## src/rtl/gpio_bank_regs.sv

```systemverilog
module gpio_bank_regs #(
  parameter int NPIN = 32,
  parameter int AW   = 8
) (
  input  logic              clk,
  input  logic              rst_n,
  input  logic              bus_sel,
  input  logic              bus_wr,
  input  logic [AW-1:0]     bus_addr,
  input  logic [31:0]       bus_wdata,
  output logic [31:0]       bus_rdata,
  input  logic [NPIN-1:0]   pad_in,
  output logic [NPIN-1:0]   out_level,
  output logic [NPIN-1:0]   dir_out,
  output logic [3*NPIN-1:0] func_sel,
  output logic [NPIN-1:0]   pull_up,
  output logic [NPIN-1:0]   pull_dn,
  output logic [NPIN-1:0]   open_drain,
  output logic [NPIN-1:0]   schmitt,
  output logic [NPIN-1:0]   filt_en,
  output logic [NPIN-1:0]   filt_slow
);
  localparam int          DW       = 32;
  localparam logic [DW-1:0] CFG_KEEP = 32'h0700_F707;
  localparam logic [AW-1:0] A_MASK = AW'('h00);
  localparam logic [AW-1:0] A_CFG  = AW'('h04);
  localparam logic [AW-1:0] A_PDS  = AW'('h08);
  localparam logic [AW-1:0] A_SET  = AW'('h10);
  localparam logic [AW-1:0] A_CLR  = AW'('h14);
  localparam logic [AW-1:0] A_ODS  = AW'('h18);

  logic [NPIN-1:0] mask_q, out_q, sync_a, sync_b;
  logic [DW-1:0]   cfg_q [NPIN];
  logic [DW-1:0]   cfg_pick;

  wire wr_en  = bus_sel & bus_wr;
  wire wr_cfg = wr_en & (bus_addr == A_CFG);

  always_ff @(posedge clk) begin
    if (!rst_n) begin
      mask_q <= '0;
      out_q  <= '0;
      sync_a <= '0;
      sync_b <= '0;
    end else begin
      sync_a <= pad_in;
      sync_b <= sync_a;
      if (wr_en && bus_addr == A_MASK) mask_q <= bus_wdata[NPIN-1:0];
      if (wr_en && bus_addr == A_SET)  out_q  <= out_q | bus_wdata[NPIN-1:0];
      if (wr_en && bus_addr == A_CLR)  out_q  <= out_q & ~bus_wdata[NPIN-1:0];
    end
  end

  for (genvar g = 0; g < NPIN; g++) begin : g_pin
    always_ff @(posedge clk) begin
      if (!rst_n)                  cfg_q[g] <= '0;
      else if (wr_cfg && mask_q[g]) cfg_q[g] <= bus_wdata & CFG_KEEP;
    end
    assign func_sel[3*g +: 3] = cfg_q[g][2:0];
    assign dir_out[g]         = cfg_q[g][8];
    assign pull_up[g]         = cfg_q[g][9];
    assign pull_dn[g]         = cfg_q[g][10];
    assign filt_en[g]         = cfg_q[g][12];
    assign filt_slow[g]       = cfg_q[g][13];
    assign open_drain[g]      = cfg_q[g][14];
    assign schmitt[g]         = cfg_q[g][15];

    // an unselected pin keeps its word across a configuration write
    p_unsel_hold_r3: assert property (@(posedge clk) disable iff (!rst_n)
      (wr_cfg && !mask_q[g]) |=> $stable(cfg_q[g]));
  end

  always_comb begin
    cfg_pick = '0;
    for (int i = NPIN - 1; i >= 0; i--)
      if (mask_q[i]) cfg_pick = cfg_q[i];
  end

  always_comb begin
    bus_rdata = '0;
    if (bus_sel && !bus_wr) begin
      case (bus_addr)
        A_MASK:  bus_rdata = DW'(mask_q);
        A_CFG:   bus_rdata = cfg_pick;
        A_PDS:   bus_rdata = DW'(sync_b);
        A_ODS:   bus_rdata = DW'(out_q);
        default: bus_rdata = '0;
      endcase
    end
  end

  assign out_level = out_q;

  p_set_r6: assert property (@(posedge clk) disable iff (!rst_n)
    (wr_en && bus_addr == A_SET) |=>
      ((out_level & $past(bus_wdata[NPIN-1:0])) == $past(bus_wdata[NPIN-1:0])));

  p_clr_r7: assert property (@(posedge clk) disable iff (!rst_n)
    (wr_en && bus_addr == A_CLR) |=> ((out_level & $past(bus_wdata[NPIN-1:0])) == '0));

  p_out_hold_r10: assert property (@(posedge clk) disable iff (!rst_n)
    (!(wr_en && (bus_addr == A_SET || bus_addr == A_CLR))) |=> $stable(out_level));

  p_empty_mask_r4: assert property (@(posedge clk) disable iff (!rst_n)
    (bus_sel && !bus_wr && bus_addr == A_CFG && mask_q == '0) |-> (bus_rdata == '0));

  p_ctrl_hold_r3: assert property (@(posedge clk) disable iff (!rst_n)
    !wr_cfg |=> ($stable(dir_out) && $stable(func_sel) && $stable(pull_up) && $stable(pull_dn)));
endmodule

```

## config.mk

```make
export PLATFORM = sky130hd
export DESIGN_NAME = gpio_bank_regs
export DESIGN_NICKNAME = d
export VERILOG_FILES = /design/src/rtl/gpio_bank_regs.sv
export SDC_FILE = /design/constraint.sdc
export NUM_CORES = 1
export LEC_CHECK = 0
export BUFFER_PORTS_ARGS = -buffer_cell sky130_fd_sc_hd__buf_2
export CAP_MARGIN = 20
export CORE_ASPECT_RATIO = 1.25
export CORE_MARGIN = 5
export CORE_UTILIZATION = 51
export DETAILED_ROUTE_END_ITERATION = 12
export PLACE_DENSITY = 0.76
export SYNTH_ARGS = -nofsm -noshare
export SYNTH_HDL_FRONTEND = slang
export SYNTH_SLANG_ARGS = --single-unit
```

## constraint.sdc

```tcl
create_clock -name clk -period 2.3 [get_ports clk]
set_input_delay 0.23 -clock clk [delete_from_list [all_inputs] [get_ports clk]]
set_output_delay 0.23 -clock clk [all_outputs]
set_load 0.01 [all_outputs]
```

==> reports/qor.log <==
INFO  setup_path     crit_type=register to output pin
INFO  synth          mappedNetlistArea=26,860um^2
INFO  grt            grt_usage=32.09%
INFO  timing         tightestPinTransition=743.1ps
INFO  die            die_h=266.6um
INFO  setup_path     worstPathArrival=3150ps
INFO  worst_hold_path min_from=bus_sel
INFO  die            num_rows=94
INFO  route          vias_per_cell=5.871
INFO  setup_path     worstPathMaxFanout=5
INFO  placed_design  port-buffer-count=459
INFO  worst_hold_path hp-class=primary input to register
INFO  timing         maxSlewHeadroom=50.46%
INFO  clock_tree     clk-insertion-delay-late=620ps
INFO  route          drt_pre_antenna_iters=6
INFO  setup_path     critical_path.startpoint_type=register
INFO  route          routed_wire_length_per_instance=25.97um
INFO  route          dr_total_vias=21,660
INFO  timing         slew_violations=0
INFO  status         result_of_the_run=finished with violations
INFO  power          p_leak=13.97nW
INFO  timing         period_needed=3376ps
INFO  power          finalPower=21.49mW
INFO  route          drc=0
INFO  timing         final_hold_viol_count=0
INFO  synth          syn_inst=2,494
INFO  setup_path     worstSetupEndpointType=output pin
INFO  clock_tree     clkTransAtPathRegs=60ps
INFO  setup_path     setup.worst_path.start=mask_q[22]
INFO  timing         layout_setup_ws=-1076ps
INFO  route          routed_wl=95,800um
INFO  synth          ys_seq_elements=544
INFO  grt            grt_start_max_net_pins=49
INFO  grt            grt_first_pass_wirelength=139,800um
INFO  grt            antenna_violations_before_repair=9
INFO  die            fp.dieArea=57,380um^2
INFO  die            core_region_area=52,460um^2
INFO  die            io-pin-count=460
INFO  placed_design  place_hpwl=71,270um
INFO  cells_and_area finish.net_count=3,041
INFO  route          drt_iter0_drc=2,661
INFO  timing         max_clock_freq=296.2MHz
INFO  timing         rsz0062_at_grt=yes
INFO  setup_path     critical_path_required=2070ps
INFO  synth          avgSynthCellArea=10.77um^2
INFO  grt            first_global_vias=21,880
INFO  placed_design  routabilityCongestion=0.9944
INFO  cells_and_area syn2layout_area_growth=25.38%
INFO  synth          yosysWarnings=0
INFO  die            initial_core_utilization=51.20%
INFO  timing         final.hold.worst_slack=238.8ps
INFO  timing         finalClockSkew=16.87ps
INFO  clock_tree     cts_htree_levels=2
INFO  clock_tree     clock_tree.root_cell=clkbuf_16
INFO  clock_tree     tritoncts=built
INFO  grt            total_overflow_reported_by_the_global_router=0
INFO  die            die-width=215.3um
INFO  route          drt.antenna.violating_nets=0
INFO  setup_path     rr_worst_depth=5
INFO  clock_tree     clock_tree.buffer_depth=3
INFO  placed_design  placed_cells_incl_taps=3,503
INFO  cells_and_area fin_cells=3,689
INFO  setup_path     critical_path.reg2reg.endpoint=cfg_q[0][136]
INFO  synth          fraction_of_the_yosys_area_taken_by_sequential_cells=56.05%
INFO  synth          synth_enable_flop_cells=416
INFO  flow_run       cap_violations=0
INFO  timing         period_share=146.8%
INFO  synth          ys_dominant_reg_cell=edfxtp_1
INFO  power          pwr_density_cell=638.2nW/um^2
INFO  power          worst_ir_drop_vdd=0.6237mV
INFO  synth          synth.net_count=2,570
INFO  clock_tree     cts_buffers=55
INFO  timing         final_count_of_negative_setup_slack_endpoints=13
INFO  setup_path     crit-reg2reg-launch=mask_q[10]
INFO  clock_tree     tritoncts_num_sinks=544
INFO  synth          ys_types=52
INFO  cells_and_area post_route_cells_drive_above_1_share=34.44%
INFO  setup_path     timing.critical_path.to=bus_rdata[2]
INFO  cells_and_area final.fill_count=3,989
INFO  status         violated_checks=negative setup slack
INFO  setup_path     r2r_slack=580ps
INFO  cells_and_area seqCellArea=15,070um^2
INFO  synth          synth_async_sr_flop_share=0%
INFO  cells_and_area multiInputGateArea=8876um^2
==> state kept, by name (all words and copies together) (netlist names), named ones only <==
register / count
sync_b: 32
mask_q: 32
cfg_q: 416
sync_a: 32
==> synth_stat cells, drive strengths merged, types with 11 or more instances <==
| library cell | instances | area share [%] |
|---|---|---|
| edfxtp | 416 | 47 |
| o21bai | 12 | 0.34 |
| buf | 359 | 10 |
| a222oi | 45 | 1.7 |
| inv | 11 | 0.15 |
| and2 | 482 | 11 |
| and3 | 15 | 0.44 |
| nor3b | 16 | 0.45 |
| nand3 | 34 | 0.63 |
| a22o | 14 | 0.46 |
| nor2b | 31 | 0.72 |
| a21boi | 64 | 1.8 |
| clkbuf | 170 | 2.4 |
| a21oi | 30 | 0.56 |
| o32ai | 12 | 0.39 |
| o21ai | 62 | 1.2 |
| o22ai | 62 | 1.4 |
| a31oi | 12 | 0.28 |
| nand3b | 14 | 0.44 |
| dfxtp | 128 | 9.5 |
| o31ai | 13 | 0.36 |
| nand4 | 13 | 0.30 |
| nor3 | 29 | 0.54 |
| o221ai | 12 | 0.39 |
| a221oi | 63 | 2.1 |
| nand2 | 255 | 3.6 |
| nor2 | 96 | 1.4 |
==> report_power, final <==
group          internal (mW)  switching [mW]
registers               10.8           0.209
logic                  0.505           0.591
clock network           5.43            3.91
total                   16.8            4.71
==> area by class of cell <==
cell class / count / area share, %
clock buffer: 72 / 4.615
tap: 672 / 2.497
sequential: 544 / 44.74
multi-input combinational: 1410 / 26.36
clock inverter: 31 / 0.9400
antenna: 6 / 0.04458
timing repair buffer: 943 / 20.68
inverter: 11 / 0.1226
==> worst min-delay path by stage <==
stage / endpoint / slack, ps / cells past startpoint
2_1_floorplan: sync_a[0] / 360 / 1
5_1_grt: mask_q[14] / 290 / 5
3_3_place_gp: sync_b[30] / 410 / 1
4_1_cts: mask_q[14] / 220 / 5
6_report: mask_q[14] / 240 / 5
3_5_place_dp: sync_b[30] / 420 / 1
==> worst max-delay path: stages, from the launching register on <==
cell	delay, ps
dfxtp_2	320
nor3b_4	170
buf_6	140
a222oi_1	630
nand2_1	220
buf_4	200
buf_4	140
o22ai_1	120
nor2_1	90
a31oi_4	190
o32ai_2	120
buf_2	170
==> through the flow <==
stage	area [um^2]	util [%]	worst slack [ps]	TNS (ps)
after floorplan	26860	-	67.20	0
after global placement	30550	58.24	-674.5	-5984
after detailed placement	30550	58.24	-761.9	-6533
after CTS	33460	63.79	-1049	-12370
after global routing	33670	64.19	-1103	-13080
final	33680	64.20	-1076	-12270
==> per-layer routing <==
| metal | wire length, um | GRT usage [%] | vias up |
|---|---|---|---|
| met1 | 33060 | 37.59 | 10610 |
| met5 | 21 | 0 | - |
| li1 | - | - | 9411 |
| met3 | 9005 | 6.160 | 289 |
| met4 | 5992 | 17.13 | 4 |
| met2 | 47720 | 56.09 | 1347 |
==> kinds of logic (layout without fill, tap and decap cells) <==
kind of cell    after synthesis  count (layout)  synth area share (%)
buf+inv                     540            1057                 12.59
simple gates                999             999                 20.16
mux                           1               1               0.03727
flops                       544             544                 56.05
compound gates              410             410                 11.17
other cells                   0               6                     0
==> what timing repair did <==
| action | CTS | global route |
|---|---|---|
| hold endpoints to repair | 91 | 0 |
| cloned | 1 | 1 |
| hold buffers | 68 | 0 |
| gates resized for setup | 55 | 39 |
| pin swaps | 34 | 29 |
| setup buffers | 10 | 4 |
| endpoints found under the setup margin | 13 | 16 |
==> cell usage in the layout (no fill, tap or decap), drive strengths merged, types with 13 or more instances in the layout <==
cell / instances
nor2: 96
a21boi: 64
nor3b: 16
and3: 15
a21oi: 30
clkbuf: 72
o31ai: 13
o21ai: 62
dlygate4sd3: 68
a221oi: 63
clkinv: 21
a22o: 14
nand2: 255
nand4: 13
nand3b: 14
nand3: 34
o22ai: 62
a222oi: 45
buf: 875
edfxtp: 416
nor3: 29
and2: 482
nor2b: 31
dfxtp: 128
No activity file was read; power rests on OpenSTA's default activity.
